**src/rtl/tmr_pkg.sv**
```systemverilog
package tmr_pkg;
   // Register index doubles as the resolution code; index 3 is unused.
   typedef enum logic [1:0] {
      RES_US   = 2'd0,
      RES_MS   = 2'd1,
      RES_SEC  = 2'd2,
      RES_NONE = 2'd3
   } tmr_res_e;

   localparam int NUM_STAGES = 3;
   localparam int HZ_PER_MHZ = 1000000;
endpackage

```
**src/rtl/tmr_decode.sv**
```systemverilog
module tmr_decode
   import tmr_pkg::*;
#(
   parameter int DATA_W = 8
) (
   input  logic              sel_i,
   input  logic              wr_stb_i,
   input  logic [1:0]        reg_addr_i,
   input  logic [DATA_W-1:0] wr_data_i,
   output logic              start_o,
   output tmr_res_e          res_o,
   output logic [DATA_W-1:0] val_o
);
   tmr_res_e addr_res;

   always_comb begin
      addr_res = tmr_res_e'(reg_addr_i);
      start_o  = sel_i && wr_stb_i && (addr_res != RES_NONE);
      res_o    = addr_res;
      val_o    = wr_data_i;
   end
endmodule

```
**src/rtl/tmr_prescale.sv**
```systemverilog
module tmr_prescale #(
   parameter int DIV = 4
) (
   input  logic clk_i,
   input  logic rst_n_i,
   input  logic clr_i,
   input  logic tick_i,
   output logic tick_o
);
   if (DIV < 1) begin : g_bad_div
      $error("tmr_prescale: DIV must be at least 1");
   end

   if (DIV == 1) begin : g_pass
      logic unused_pins;
      assign unused_pins = ^{clk_i, rst_n_i, clr_i};
      assign tick_o = tick_i;
   end else begin : g_div
      localparam int CW = $clog2(DIV);
      localparam logic [CW-1:0] LAST = CW'(DIV - 1);
      logic [CW-1:0] cnt_q;

      always_ff @(posedge clk_i or negedge rst_n_i) begin
         if (!rst_n_i) begin
            cnt_q <= '0;
         end else if (clr_i) begin
            cnt_q <= '0;
         end else if (tick_i) begin
            cnt_q <= (cnt_q == LAST) ? '0 : cnt_q + 1'b1;
         end
      end

      assign tick_o = tick_i && (cnt_q == LAST);

      // the phase counter never leaves its range
      assert_phase_in_range_R7: assert property (@(posedge clk_i) disable iff (!rst_n_i)
         cnt_q <= LAST);
      // a clear always restarts the phase from zero
      assert_clear_restarts_R7: assert property (@(posedge clk_i) disable iff (!rst_n_i)
         clr_i |=> (cnt_q == '0));
   end
endmodule

```
**src/rtl/tmr_count.sv**
```systemverilog
module tmr_count
   import tmr_pkg::*;
#(
   parameter int DATA_W = 8
) (
   input  logic              clk_i,
   input  logic              rst_n_i,
   input  logic              start_i,
   input  tmr_res_e          res_i,
   input  logic [DATA_W-1:0] val_i,
   input  logic              tick_us_i,
   input  logic              tick_ms_i,
   input  logic              tick_s_i,
   output logic              busy_o
);
   logic [DATA_W-1:0] cnt_q;
   logic              busy_q;
   tmr_res_e          res_q;
   logic              step;

   always_comb begin
      unique case (res_q)
         RES_US:  step = tick_us_i;
         RES_MS:  step = tick_ms_i;
         RES_SEC: step = tick_s_i;
         default: step = 1'b0;
      endcase
   end

   always_ff @(posedge clk_i or negedge rst_n_i) begin
      if (!rst_n_i) begin
         cnt_q  <= '0;
         busy_q <= 1'b0;
         res_q  <= RES_US;
      end else if (start_i) begin
         cnt_q  <= val_i;
         busy_q <= (val_i != '0);
         res_q  <= res_i;
      end else if (busy_q && step) begin
         cnt_q <= cnt_q - 1'b1;
         if (cnt_q == DATA_W'(1)) begin
            busy_q <= 1'b0;
         end
      end
   end

   assign busy_o = busy_q;

   // a nonzero load raises busy on the next edge
   assert_load_sets_busy_R1: assert property (@(posedge clk_i) disable iff (!rst_n_i)
      (start_i && val_i != '0) |=> busy_q);
   // a zero load leaves the timer idle
   assert_zero_load_idle_R6: assert property (@(posedge clk_i) disable iff (!rst_n_i)
      (start_i && val_i == '0) |=> !busy_q);
   // an idle timer stays idle without a start
   assert_no_self_reload_R10: assert property (@(posedge clk_i) disable iff (!rst_n_i)
      (!busy_q && !start_i) |=> !busy_q);
   // the count holds between steps
   assert_hold_between_steps_R1: assert property (@(posedge clk_i) disable iff (!rst_n_i)
      (busy_q && !step && !start_i) |=> $stable(cnt_q));
endmodule

```
**src/rtl/tmr_oneshot.sv**
```systemverilog
module tmr_oneshot
   import tmr_pkg::*;
#(
   parameter int CLK_FREQ_HZ = 50000000,
   parameter int US_PER_MS   = 1000,
   parameter int MS_PER_S    = 1000,
   parameter int DATA_W      = 8
) (
   input  logic              clk_i,
   input  logic              rst_n_i,
   input  logic              sel_i,
   input  logic              wr_stb_i,
   input  logic [1:0]        reg_addr_i,
   input  logic [DATA_W-1:0] wr_data_i,
   output logic [DATA_W-1:0] rd_data_o
);
   localparam int CYC_PER_US = CLK_FREQ_HZ / HZ_PER_MHZ;
   localparam int STAGE_DIV [NUM_STAGES] = '{CYC_PER_US, US_PER_MS, MS_PER_S};

   if (CLK_FREQ_HZ < HZ_PER_MHZ || (CLK_FREQ_HZ % HZ_PER_MHZ) != 0) begin : g_bad_clk
      $error("tmr_oneshot: CLK_FREQ_HZ must be a whole number of MHz");
   end
   if (US_PER_MS < 1 || MS_PER_S < 1) begin : g_bad_ratio
      $error("tmr_oneshot: decade ratios must be at least 1");
   end
   if (DATA_W < 2) begin : g_bad_width
      $error("tmr_oneshot: DATA_W must be at least 2");
   end

   logic              start;
   tmr_res_e          res;
   logic [DATA_W-1:0] val;
   logic              busy;
   logic              tick_chain [NUM_STAGES+1];

   tmr_decode #(.DATA_W(DATA_W)) u_decode (
      .sel_i      (sel_i),
      .wr_stb_i   (wr_stb_i),
      .reg_addr_i (reg_addr_i),
      .wr_data_i  (wr_data_i),
      .start_o    (start),
      .res_o      (res),
      .val_o      (val)
   );

   assign tick_chain[0] = 1'b1;

   for (genvar s = 0; s < NUM_STAGES; s++) begin : g_stage
      tmr_prescale #(.DIV(STAGE_DIV[s])) u_pre (
         .clk_i   (clk_i),
         .rst_n_i (rst_n_i),
         .clr_i   (start),
         .tick_i  (tick_chain[s]),
         .tick_o  (tick_chain[s+1])
      );
   end

   tmr_count #(.DATA_W(DATA_W)) u_count (
      .clk_i     (clk_i),
      .rst_n_i   (rst_n_i),
      .start_i   (start),
      .res_i     (res),
      .val_i     (val),
      .tick_us_i (tick_chain[1]),
      .tick_ms_i (tick_chain[2]),
      .tick_s_i  (tick_chain[3]),
      .busy_o    (busy)
   );

   assign rd_data_o = {{(DATA_W-1){1'b0}}, busy};

   // the unused address cannot wake an idle timer
   assert_spare_addr_ignored_R4: assert property (@(posedge clk_i) disable iff (!rst_n_i)
      (sel_i && wr_stb_i && reg_addr_i == 2'd3 && !rd_data_o[0]) |=> !rd_data_o[0]);
   // an unselected strobe cannot wake an idle timer
   assert_unselected_ignored_R5: assert property (@(posedge clk_i) disable iff (!rst_n_i)
      (!sel_i && !rd_data_o[0]) |=> !rd_data_o[0]);
   // a nonzero start write always leaves the timer running
   assert_restart_runs_R7: assert property (@(posedge clk_i) disable iff (!rst_n_i)
      (sel_i && wr_stb_i && reg_addr_i != 2'd3 && wr_data_i != '0) |=> rd_data_o[0]);
endmodule

```
**config.mk**
```make
export PLATFORM = sky130hd
export DESIGN_NAME = tmr_oneshot
export DESIGN_NICKNAME = d
export VERILOG_FILES = /design/src/rtl/tmr_pkg.sv /design/src/rtl/tmr_decode.sv /design/src/rtl/tmr_prescale.sv /design/src/rtl/tmr_count.sv /design/src/rtl/tmr_oneshot.sv
export SDC_FILE = /design/constraint.sdc
export NUM_CORES = 1
export LEC_CHECK = 0
export ABC_AREA = 1
export BUFFER_PORTS_ARGS = -buffer_cell sky130_fd_sc_hd__buf_2
export CORE_MARGIN = 5
export CORE_UTILIZATION = 60
export DETAILED_ROUTE_END_ITERATION = 10
export PLACE_DENSITY = 0.78
export SYNTH_ARGS = -nofsm -noshare
export SYNTH_HDL_FRONTEND = slang
export SYNTH_SLANG_ARGS = --single-unit
```
**constraint.sdc**
```tcl
create_clock -name clk_i -period 3.1 [get_ports clk_i]
set_input_delay 0.31 -clock clk_i [delete_from_list [all_inputs] [get_ports clk_i]]
set_output_delay 0.31 -clock clk_i [all_outputs]
set_load 0.01 [all_outputs]
```
Word level (Yosys, flattened, before mapping)
Index checks and enable logic that the tools add are counted.

word-level totals
  register bits after elaboration = 37
  bits in latches = 0
  bits in writable memories = 0
  ROM bits = 0
  input bits = 14
  output and inout bits = 8
  memories = 0

cells by class
  add/subtract/negate cells = 4
  multipliers = 0
  div/mod/pow operators = 0
  $lt $le $gt $ge = 0
  equal/unequal tests = 7
  shifts and indexed selects = 0
  muxes and demuxes = 14
  bitwise gates (word level) = 0
  reductions and logical operators = 12

operators by type and width
  kind                   count
  $mux 10                6
  $add 10x1->10 const B  2
  $eq 10x10->1 const B   2
  $mux 8                 2
  $mux 6                 2
  $eq 8x1->1 const B     1
  $reduce_bool 2->1      4
  $reduce_bool 8->1      1
  $sub 8x1->8 const B    1
  $add 6x1->6 const B    1
  $eq 6x6->1 const B     1
  $logic_and 1x1->1      5
  $mux 1                 3
  $pmux 1 s3             1
  $eq 2x1->1 const B     1
  $eq 2x2->1 const B     1
  $logic_not 2->1        1
  $ne 2x2->1 const B     1
  $reduce_and 2->1       1

Logic depth before layout (Yosys ltp)
  word-level depth = 7
  gate-level depth with buffers = 12
  gate-level depth less buffers = 12

Hierarchy
From an unflattened synthesis, not the netlist that was laid out.

unflattened totals
  cell total of the unflattened synthesis = 356
  area, all modules = 2585.0 um2

by module, submodules not included
  module                               instances  cells each  area each (um2)
  tmr_prescale (g_stage[1].u_pre ...)  2          82          619.3
  tmr_count                            1          114         798.3
  tmr_prescale (g_stage[0].u_pre)      1          54          387.9
  tmr_decode                           1          14          92.6
  tmr_oneshot                          1          10          67.6

Worst setup path before layout
OpenSTA, ideal clock, no wires.

  kind = register -> register
  start point = register g_stage[1].u_pre.g_div.cnt_q[0]
  end point = register g_stage[2].u_pre.g_div.cnt_q[7]
  setup time = 119 ps
  arrival time = 1362 ps
  setup slack = 1619 ps
  cell stages (with the launch flop) = 13
  path buffers = 1
  path through = dfrtp_1 > ha_1 > nand2_1 > inv_1 > nand3_2 > nor2_4 > inv_2 > nand2_4 > nand2_4 > inv_4 > buf_6 > nand2_1 > o21a_1

between the ends
  word-level cells in the longest chain between the ends = 3

ends and longest elaborated chain
  element                      RTL line            RTL
  from (decl)                  tmr_prescale.sv:21  logic [CW-1:0] cnt_q;
  from (signal assigned)       tmr_prescale.sv:29  cnt_q <= (cnt_q == LAST) ? '0 : cnt_q + 1'b1;
  $eq 10x10->1                 tmr_prescale.sv:33  assign tick_o = tick_i && (cnt_q == LAST);
  $logic_and 1x1->1            tmr_prescale.sv:33
  $reduce_bool 2->1 (no line)  -
  to (signal assigned)         tmr_prescale.sv:29
  to (decl)                    tmr_prescale.sv:21

No other way between the ends.
A chain may end at the register's enable or synchronous reset.

Final worst setup path
  start point = register g_stage[1].u_pre.g_div.cnt_q[0]
  end point = register g_stage[2].u_pre.g_div.cnt_q[3]

The elaborated chain is that of the path after synthesis.

==> flow_summary.yaml <==
outcome:
  status: "finished, final reports clean"
power_and_ir_drop:
  leakage_nw: 1.24
  p_switching_mw: 0.435
  powerDensity_nw_per_um2: 527
  p_seq_frac: 0.483
  combinationalPowerShare: 0.233
  swShare: 0.331
  clkPwrFrac: 0.283
  ir_worst_vdd_mv: 0.320
  power.internal_mw: 0.880
floorplanning:
  die_h_um: 72.6
  coreArea_um2: 3740
  ios: 22
  die_w_um: 72.6
  rows: 22
  die-area_um2: 5280
  initial_core_util: 0.629
flow_run:
  cap_viol_max_count: 0
clock_tree:
  cts.clk_slew.worst_paths_ps: 70
  cts_tree: "done"
  cts_made_buffers: 5
  clockRootBuffer: "clkbuf_8"
  post_cts_resized: 0
  postCtsSetupBuffers: 0
  cts_max_level: 2
  hold_buffers: 0
  clk_path_buf_depth: 2
  clkSinkCount: 37
  insertion_delay_ps: 290
logic_synthesis:
  ys_seq_area_frac: 0.393
  synthAdderAreaFrac: 0.0319
  yosys-top-cells-area: "dfrtp_1, nand2_1, nand3_1, nor2_1, inv_1"
  synth_top_area_frac: 0.393
  synth_edf_count: 0
  syn_inst: 316
  synth_compound_area_frac: 0.0968
  syn_area_um2: 2350
  ys_seq_elements: 37
  synthTopCellsByCount: "nand2_1, dfrtp_1, nor2_1, inv_1, nand3_1"
  synth_simple_gate_area_frac: 0.344
  synth.most_common_cell: "nand2_1"
  synth_xor_area_frac: 0.0223
  async_flop_share: 1.00
  ys_types: 34
  avgSynthCellArea_um2: 7.45
  yosys-mux-area-fraction: 0
  synth_area_leader_cell: "dfrtp_1"
  synth_top_family_by_area: "simple AND/OR/NAND/NOR gates"
  yosys_warnings: 0
  synth-main-ff-cell: "dfrtp_1"
sta:
  slew_viol_final: 0
  finalHoldViolCount: 0
  setup-violations-final: 0
  timing.setup.tns_ps: 0
  rsz0062_at_grt: "false"
  post-route-min-period_ps: 1750
  fmax_mhz: 571
  slew_headroom: 0.458
  skew_ps: 4.16
  worst_pin_slew_ps: 814
  setup_ws_ps: 1350
  fin_crit_sh: 0.565
drt:
  wl_um: 4550
  final_antenna_net_count: 0
  drtPass1Iterations: 4
  vias_per_cell: 5.28
  wl_per_cell_um: 12.1
  num_vias: 1984
  dr.first_iter.drc_count: 122
  route.detailed.drc: 0
grt:
  grt_pass1_vias: 1854
  grt_max_degree: 38
  track_usage: 0.191
  grt_pass1_wl_um: 7990
  grt_overflow_total: 0
  antenna_found_initial: 0
hold_path:
  hold_path_class: "in -> async"
layout:
  nFillCells: 321
  n_antenna_cell: 0
  layout-drive-gt1-share: 0.128
  syn_to_final_growth_pct: 6.01
  fin_nets: 347
  fin_area_um2: 2490
setup_path:
  worstSetupPathType: "reg -> reg"
  cp_data_required_time_ps: 3290
  path_max_fanout: 13
  worst_setup_path_end_kind: "register"
  cp-start-kind: "register"
  critPathArrivalTime_ps: 1940
placement:
  gp_routability_congestion: 0.871
  hpwl_um: 3360
  dp_slack_ps: 1350
  postPlaceCellArea_um2: 2390
  portBuffers: 14
## stage by stage
step | util | hold WS (ps) | total power [mW] | instances
floorplan | - | 14.4 | 0.875 | 322
global placement | 0.639 | 443 | 0.939 | 368
detailed placement | 0.639 | 447 | 0.951 | 368
CTS | 0.666 | 131 | 1.32 | 376
global route | 0.666 | 176 | 1.41 | 376
finish | 0.666 | 110 | 1.32 | 376
## cells in the final DEF (no fill, tap or decap), drive strengths merged, types with 4 or more instances in the layout
cell    netlist  final
nand2        83     83
a21oi        10     10
a31oi         4      4
inv          38     38
nor2         40     40
xor2          5      5
nor3          5      5
buf          16     14
nand4         6      6
ha            6      6
nand3        32     32
dfrtp        37     37
conb          1      7
clkbuf        0      7
o21ai        16     16
## per-layer routing
layer | part of all wire | wire, um | up-vias | GRT usage
met5 | 0 | 0 | - | 0
met4 | 0.011 | 49 | 0 | 0.0738
met3 | 0.038 | 175 | 5 | 0.0331
met2 | 0.47 | 2150 | 43 | 0.307
met1 | 0.48 | 2180 | 909 | 0.255
li1 | - | - | 1027 | -
## final cells by class
class                           count  area (um^2)  share of cell area
Multi-Input combinational cell    231         1190               0.478
Tap cell                           48         60.1              0.0241
Timing Repair Buffer               14         70.1              0.0281
Clock inverter                      1         5.00             0.00201
Sequential cell                    37          926               0.371
Clock buffer                        7         96.3              0.0386
Inverter                           38          145              0.0582
## kinds of logic after synthesis
logic type / count (synthesis)
buffers and inverters: 54
AND/OR/NAND/NOR: 172
flip-flops: 37
XOR/XNOR: 6
other: 1
adder cells (fa/ha/maj): 6
AO/OA/AOI/OAI: 40
## final timing paths
| path | start | end | slack (ps) | cells past startpoint |
|---|---|---|---|---|
| worst max-delay path | g_stage[1].u_pre.g_div.cnt_q[0]$_DFFE_PN0P_ | g_stage[2].u_pre.g_div.cnt_q[3]$_DFFE_PN0P_ | 1350 | 11 |
| worst min-delay path | rst_n_i | g_stage[1].u_pre.g_div.cnt_q[3]$_DFFE_PN0P_ | 110 | 1 |
| worst max register to register | g_stage[1].u_pre.g_div.cnt_q[0]$_DFFE_PN0P_ | g_stage[2].u_pre.g_div.cnt_q[3]$_DFFE_PN0P_ | 1350 | 11 |
| worst min register to register | g_stage[2].u_pre.g_div.cnt_q[7]$_DFFE_PN0P_ | g_stage[2].u_pre.g_div.cnt_q[7]$_DFFE_PN0P_ | 500 | 1 |
| max in group asynchronous | rst_n_i | u_count.cnt_q[0]$_DFFE_PN0P_ | 2480 | 1 |
| min in group clk_i | reg_addr_i[1] | u_count.res_q[1]$_DFFE_PN0P_ | 250 | 3 |
## sequential cells by signal, summed over array words and instances, names as in the netlist
name                       cells
g_stage.u_pre.g_div.cnt_q     26
u_count.cnt_q                  8
u_count.res_q                  2
u_count.busy_o                 1
## power groups by stage
stage	Sequential, mW	Clock [mW]	Combinational, mW
floorplan	0.624	0	0.251
global placement	0.640	0	0.299
detailed placement	0.642	0	0.309
CTS	0.634	0.381	0.309
global route	0.647	0.403	0.359
finish	0.635	0.373	0.307
## critical path, stage by stage, from the launching register on
cell     delay, ps
dfrtp_1        400
ha_1           210
nand2_1         80
inv_1          100
nand3_2        100
nor2_4         130
inv_2           70
nand2_4         70
nand2_4        120
inv_4          160
o21ai_0        100
o21a_1         110
No activity file was read; power rests on OpenSTA's default activity.
